--- config.mk ---
export PLATFORM = sky130hd
export DESIGN_NAME = fair_arb2
export DESIGN_NICKNAME = d
export VERILOG_FILES = /design/src/rtl/fair_arb_pkg.sv /design/src/rtl/arb_run_cnt.sv /design/src/rtl/arb_pick.sv /design/src/rtl/fair_arb2.sv
export SDC_FILE = /design/constraint.sdc
export NUM_CORES = 1
export LEC_CHECK = 0
export ABC_AREA = 1
export CAP_MARGIN = 20
export CORE_AREA = 8 8 45 47
export DETAILED_ROUTE_END_ITERATION = 16
export DIE_AREA = 0 0 53 55
export MAX_ROUTING_LAYER = met4
export PLACE_DENSITY = 0.4
export SYNTH_ARGS = -nofsm -noshare
export SYNTH_HDL_FRONTEND = slang
export SYNTH_SLANG_ARGS = --single-unit
--- constraint.sdc ---
create_clock -name clk_i -period 1.08 [get_ports clk_i]
set_clock_uncertainty 0.15 [all_clocks]
set_input_delay 0.108 -clock clk_i [delete_from_list [all_inputs] [get_ports clk_i]]
set_output_delay 0.108 -clock clk_i [all_outputs]
set_load 0.01 [all_outputs]
--- src/rtl/fair_arb_pkg.sv ---
package fair_arb_pkg;
  localparam int unsigned NUM_PORTS = 2;
  typedef logic [NUM_PORTS-1:0] port_vec_t;

  localparam port_vec_t PICK_NONE = 2'b00;
  localparam port_vec_t PICK_P0   = 2'b01;
  localparam port_vec_t PICK_P1   = 2'b10;

  function automatic int unsigned run_width(input int unsigned lim);
    return (lim < 1) ? 1 : $clog2(lim + 1);
  endfunction
endpackage

--- src/rtl/arb_run_cnt.sv ---
module arb_run_cnt #(
  parameter int unsigned MAX_RUN = 1
) (
  input  logic clk_i,
  input  logic rst_ni,
  input  logic won_i,
  output logic at_limit_o
);
  localparam int unsigned CW = fair_arb_pkg::run_width(MAX_RUN);
  localparam logic [CW-1:0] LIM = CW'(MAX_RUN);

  logic [CW-1:0] run_q, run_d;

  always_comb begin
    if (!won_i)             run_d = '0;
    else if (run_q == LIM)  run_d = run_q;  // saturate
    else                    run_d = run_q + 1'b1;
  end

  always_ff @(posedge clk_i or negedge rst_ni) begin
    if (!rst_ni) run_q <= '0;
    else         run_q <= run_d;
  end

  assign at_limit_o = (run_q == LIM);


  run_no_overflow_chk: assert property (@(posedge clk_i) disable iff (!rst_ni)
    run_q <= LIM);


  run_clear_chk: assert property (@(posedge clk_i) disable iff (!rst_ni)
    !won_i |=> !at_limit_o);
endmodule

--- src/rtl/arb_pick.sv ---
module arb_pick
  import fair_arb_pkg::*;
(
  input  port_vec_t req_i,
  input  logic      lim0_i,
  input  logic      lim1_i,
  output port_vec_t gnt_o
);
  always_comb begin
    unique case (req_i)
      2'b01:   gnt_o = PICK_P0;
      2'b10:   gnt_o = PICK_P1;
      2'b11:   gnt_o = (lim0_i && !lim1_i) ? PICK_P1 : PICK_P0;
      default: gnt_o = PICK_NONE;
    endcase
  end

  always_comb begin

    gnt_in_req_chk: assert ((gnt_o & ~req_i) == '0);
  end
endmodule

--- src/rtl/fair_arb2.sv ---
module fair_arb2
  import fair_arb_pkg::*;
#(
  parameter int unsigned MAX_RUN0 = 3,
  parameter int unsigned MAX_RUN1 = 1
) (
  input  logic       clk_i,
  input  logic       rst_ni,
  input  logic [1:0] req_i,
  output logic [1:0] gnt_o
);
  logic [NUM_PORTS-1:0] at_limit;

  for (genvar g = 0; g < NUM_PORTS; g++) begin : g_run
    arb_run_cnt #(
      .MAX_RUN(g == 0 ? MAX_RUN0 : MAX_RUN1)
    ) u_run (
      .clk_i     (clk_i),
      .rst_ni    (rst_ni),
      .won_i     (gnt_o[g]),
      .at_limit_o(at_limit[g])
    );
  end

  arb_pick u_pick (
    .req_i (req_i),
    .lim0_i(at_limit[0]),
    .lim1_i(at_limit[1]),
    .gnt_o (gnt_o)
  );

  // checker-side streak counters, kept apart from the design counters
  localparam int unsigned KW0 = run_width(MAX_RUN0);
  localparam int unsigned KW1 = run_width(MAX_RUN1);
  logic [KW0-1:0] chk_run0;
  logic [KW1-1:0] chk_run1;

  always_ff @(posedge clk_i or negedge rst_ni) begin
    if (!rst_ni) begin
      chk_run0 <= '0;
      chk_run1 <= '0;
    end else begin
      chk_run0 <= !gnt_o[0] ? '0 : (chk_run0 == KW0'(MAX_RUN0)) ? chk_run0 : chk_run0 + 1'b1;
      chk_run1 <= !gnt_o[1] ? '0 : (chk_run1 == KW1'(MAX_RUN1)) ? chk_run1 : chk_run1 + 1'b1;
    end
  end


  idle_no_grant_chk: assert property (@(posedge clk_i) disable iff (!rst_ni)
    (req_i == 2'b00) |-> (gnt_o == 2'b00));


  one_grant_chk: assert property (@(posedge clk_i) disable iff (!rst_ni)
    (req_i != 2'b00) |-> ($countones(gnt_o) == 1));


  p0_pref_chk: assert property (@(posedge clk_i) disable iff (!rst_ni)
    (req_i == 2'b11 && chk_run0 < KW0'(MAX_RUN0)) |-> gnt_o[0]);


  p0_limit_chk: assert property (@(posedge clk_i) disable iff (!rst_ni)
    (req_i == 2'b11 && chk_run0 == KW0'(MAX_RUN0)) |-> gnt_o[1]);


  p1_limit_chk: assert property (@(posedge clk_i) disable iff (!rst_ni)
    (req_i == 2'b11 && chk_run1 == KW1'(MAX_RUN1)) |-> gnt_o[0]);
endmodule

# --- After elaboration in Yosys (flattened, before gate mapping) ---
# Cells that the tools add are included.
classes:
  n_addsub: 2
  eq_ne: 5
  muxes: 6
  reduce_logical: 2
op_table:
  columns: ["cell", "n"]
  rows:
  - ["2-bit == test, second input constant", 3]
  - ["2-bit 2-to-1 mux", 3]
  - ["2-bit case mux with 3 select lines", 1]
  - ["2-bit by 1-bit adder with 2-bit output, second input constant", 1]
  - ["2-bit by 1-bit == test with 1-bit output, second input constant", 1]
  - ["1-bit 2-to-1 mux", 2]
  - ["2-bit inequality test, second input constant", 1]
  - ["1-bit adder, second input constant", 1]
  - ["1-bit logical AND", 1]
  - ["1-bit zero test", 1]
word_totals:
  register_bits: 3
  in_bits: 4
  output_inout_bits: 2

# --- Longest topological paths before layout ---
depth:
  ltp_word: 5
  mapped_depth: 5
  mapped_depth_nobuf: 5

# --- By module ---
# A second synthesis with hierarchy kept.
unflattened:
  cells_unflattened: 22
  area_unflattened_um2: 161.4
by_module_without_submodules:
  columns: ["module", "n_inst", "cells_each", "area_each_um2"]
  rows:
  - ["arb_run_cnt (g_run[0].u_run)", 1, 11, 97.6]
  - ["arb_pick", 1, 10, 38.8]
  - ["arb_run_cnt (g_run[1].u_run)", 1, 1, 25.0]

# --- Worst setup path after synthesis ---
# No wires, ideal clock.
synth_path:
  kind: "register to output"
  startpoint: "register g_run[0].u_run.run_q[0]"
  endpoint: "output gnt_o[1]"
  t_arrival_ns: 0.964
  required_time_ns: 0.822
  setup_slack_ns: -0.142
  path_stages_with_launch: 5
  path_cell_list: "dfrtp_1 -> ha_1 -> nand2_1 -> a21boi_0 -> buf_4"
synth_via:
  elab_chain_cells: 4
synth_rtl:
  columns: ["item", "line_no", "rtl"]
  rows:
  - ["from (decl)", "arb_run_cnt.sv:12", "logic [CW-1:0] run_q, run_d;"]
  - ["from (signal assigned)", "arb_run_cnt.sv:22", "else run_q <= run_d;"]
  - ["2-bit == test", "arb_run_cnt.sv:25", "assign at_limit_o = (run_q == LIM);"]
  - ["1-bit logical AND", "arb_pick.sv:13", "2'b11: gnt_o = (lim0_i && !lim1_i) ? PICK_P1 : PICK_P0;"]
  - ["2-bit 2-to-1 mux", "arb_pick.sv:13", null]
  - ["2-bit case mux with 3 select lines", "arb_pick.sv:10", "unique case (req_i)"]
  - ["to (decl)", "fair_arb2.sv:10", "output logic [1:0] gnt_o"]
# No other way between the ends.

# --- Final worst setup path ---
layout_path:
  startpoint: "register g_run[0].u_run.run_q[1]"
  endpoint: "output gnt_o[1]"
# Same word-level chain as after synthesis.

==> key figures <==
Detailed routing
  – Drt drc: 0
  – Drt via density: 3.353
  – Vias: around 170
  – Initial DRC Count: 0
  – Routed Wire Length: ~400 µm
  – DRT antenna net count: 0
  – Drt first pass iters: 1
  – Drt wl/cell: ~8 µm

Final layout
  – Synth-to-layout area growth: 79.29%
  – Share of layout cells above drive strength 1: a little over two fifths
  – Total Nets Final: 41
  – Most frequent cells in the layout: inv_1 (5), nand2_1 (4)
  – Most common cell after layout, fill and taps aside: inv_1
  – Layout fillers: between 150 and 200
  – # diodes: 0
  – Finished Layout Cells: 51

Yosys
  – Synth Cell Area: approximately 180 µm²
  – Synth area leaders: dfrtp_1 (43%), inv_1 (13%), nand2_1 (13%)
  – Synth Area per Inst: 7.299 µm²
  – Leading area contributor after synthesis: dfrtp_1
  – Sequential-to-total area share from yosys stat: 42.86%
  – Mapped Cells: 24
  – Register bit total from synthesis: 3
  – Syn_nets: 29
  – Syn. warnings: 0
  – Post-synth top area share: about 43%
  – Unique masters post-synth: 8

Clocking
  – Clock network latency to the later pin of the worst-skew pair: around 0.23 ns
  – H-tree depth: 1
  – CTS tree: built
  – TritonCTS buffer count: 3
  – CTS Buffer Depth: 2
  – Clk slew on worst S/H paths: ~0.04 ns
  – Clock sinks: 3
  – Root buffer cell: clkbuf_4
  – Post-CTS setup buffers: 0

STA
  – Pins Over Slew Limit: 0
  – Post-route setup slack: -0.2778 ns
  – Worst Max-Slew Pin Slew: 0.1520 ns
  – RSZ-0062 raised after global routing: true
  – WHS: about 0.36 ns
  – Endpoints failing setup: 4
  – Post-route clock period utilization: 125.7%
  – Fmax: approximately 740 MHz
  – Final hold vios: 0
  – Slew headroom: between 80% and 90%
  – Tmin final: between 1 and 1.5 ns

Hold path
  – HP Class: in -> reg

Floorplan
  – Ports: 6
  – Die area: 2915 µm²
  – Chip Width: about 53 µm
  – Core area: about 1400 µm²
  – Initial Util: 12.66%
  – Die Ht: about 55 µm
  – Row cnt: 14

GRT
  – Vias in the first global route: about 190
  – Met1 usage: between 4 and 5%
  – Largest net degree at the start of global routing: 5
  – Initial antenna violation count: 0
  – Met3 usage: under 10%
  – GRT met2 Usage: around 4.5%
  – First-pass GRT wire length: between 700 and 800 µm
  – GRT busiest layer: met2
  – GRT Total Usage: under 10%
  – Total grt overflow: 0

Pwr
  – Logic pwr share: around 28%
  – Power Total: around 0.00047 W
  – Sw Pwr: 0.0001314 W
  – Leak: around 0.16 nW
  – PD cells: around 1500 nW/µm²
  – Internal: about 0.00034 W
  – Clock power frac: a little over two fifths
  – Maximum VDD drop: around 620 µV
  – Flop pwr share: a little under a third
  – Switching Fraction: ~28%

Place
  – IO buf count: 5
  – DP HPWL: around 310 µm
  – DP Cell Count: 46
  – GPL Wtd Cong: about 0.62
  – DP Worst Slack: -0.5530 ns

Setup path
  – Crit Path Class: reg -> out
  – Worst setup EP type: primary output
  – Required @ worst endpoint: 0.82 ns
  – Startpoint Class: flop
  – Crit path DAT: around 1.1 ns
  – CP Max Fanout: 3

Flow run
  – Max_cap viols: 0

Run status
  – Status: finished, violations left
  – Violated checks: negative setup slack
-- flip-flops by register name, summed over array words and instances, names as in the netlist --
signal	count
g_run.u_run.at_limit_o	1
g_run.u_run.run_q	2
-- power by group through the flow --
stage / Clock [W] / Combinational [W] / Sequential, W
floorplan: 0 / 0.0000752 / 0.000146
global placement: 0 / 0.000117 / 0.000146
detailed placement: 0 / 0.000119 / 0.000147
CTS: 0.000204 / 0.000126 / 0.000145
global route: 0.000213 / 0.000149 / 0.000146
finish: 0.000196 / 0.000129 / 0.000145
-- path summary, 6_finish.rpt --
kind	slack [ns]	cells after the start	end	from
hold / removal	0.36	2	g_run[1].u_run.at_limit_o$_DFF_PN0_	req_i[0]
setup / recovery	-0.28	4	gnt_o[1]	g_run[0].u_run.run_q[1]$_DFFE_PN0P_
setup reg to reg	-0.12	6	g_run[0].u_run.run_q[1]$_DFFE_PN0P_	g_run[0].u_run.run_q[1]$_DFFE_PN0P_
hold reg to reg	0.39	3	g_run[1].u_run.at_limit_o$_DFF_PN0_	g_run[1].u_run.at_limit_o$_DFF_PN0_
max in group asynchronous	0.17	2	g_run[0].u_run.run_q[0]$_DFFE_PN0P_	rst_ni
min in group asynchronous	0.46	2	g_run[0].u_run.run_q[1]$_DFFE_PN0P_	rst_ni
-- cells in the mapped netlist (all sizes together) --
| library cell | n |
|---|---|
| nand2 | 6 |
| a21boi | 1 |
| inv | 6 |
| dfrtp | 3 |
| buf | 2 |
| nor2 | 4 |
| nand3 | 1 |
| ha | 1 |
-- per-stage QoR --
stage	TNS (ns)	area, µm²	utilization (%)
after global placement	-1.208	272.8	19.71
after floorplan	-0.05845	198.9	-
after CTS	-0.8120	311.5	22.51
after detailed placement	-1.212	272.8	19.71
final	-0.7313	314.1	22.69
after global routing	-0.9901	314.1	22.69
-- repair_timing --
action	in CTS	in global routing
resized for setup	11	1
endpoints found under the hold margin	3	0
hold buffers	1	0
pin swaps	6	3
setup endpoints to repair	4	4
-- layout make-up --
| type | count | area (µm²) | area share (%) |
|---|---|---|---|
| sequential | 3 | 75.07 | 23.90 |
| tap | 16 | 20.02 | 6.375 |
| inverter | 6 | 22.52 | 7.171 |
| clock buffer | 4 | 26.28 | 8.367 |
| multi-input combinational | 13 | 91.34 | 29.08 |
| timing repair buffer | 9 | 78.83 | 25.10 |
-- worst max-delay path, cell delays in order, from the launching register on --
cell      delay [ns]
dfrtp_1         0.38
ha_4            0.17
nand2_2         0.05
a21boi_2        0.13
buf_2           0.15
-- cell families (layout without fill, tap and decap cells) --
kind of cell	count (synthesis)	after routing	share of synthesized area [%]
flip-flops	3	3	42.86
buffers and inverters	8	19	21.43
AO/OA/AOI/OAI	1	1	4.287
adder cells (fa/ha/maj)	1	1	7.142
AND/OR/NAND/NOR	11	11	24.28
-- per-layer routing --
metal,vias up,share of wire (%)
li1,88,-
met1,73,48
met2,8,37
met3,2,13
met4,0,2.5
met5,-,0
Power figures use the tool's default switching activity.
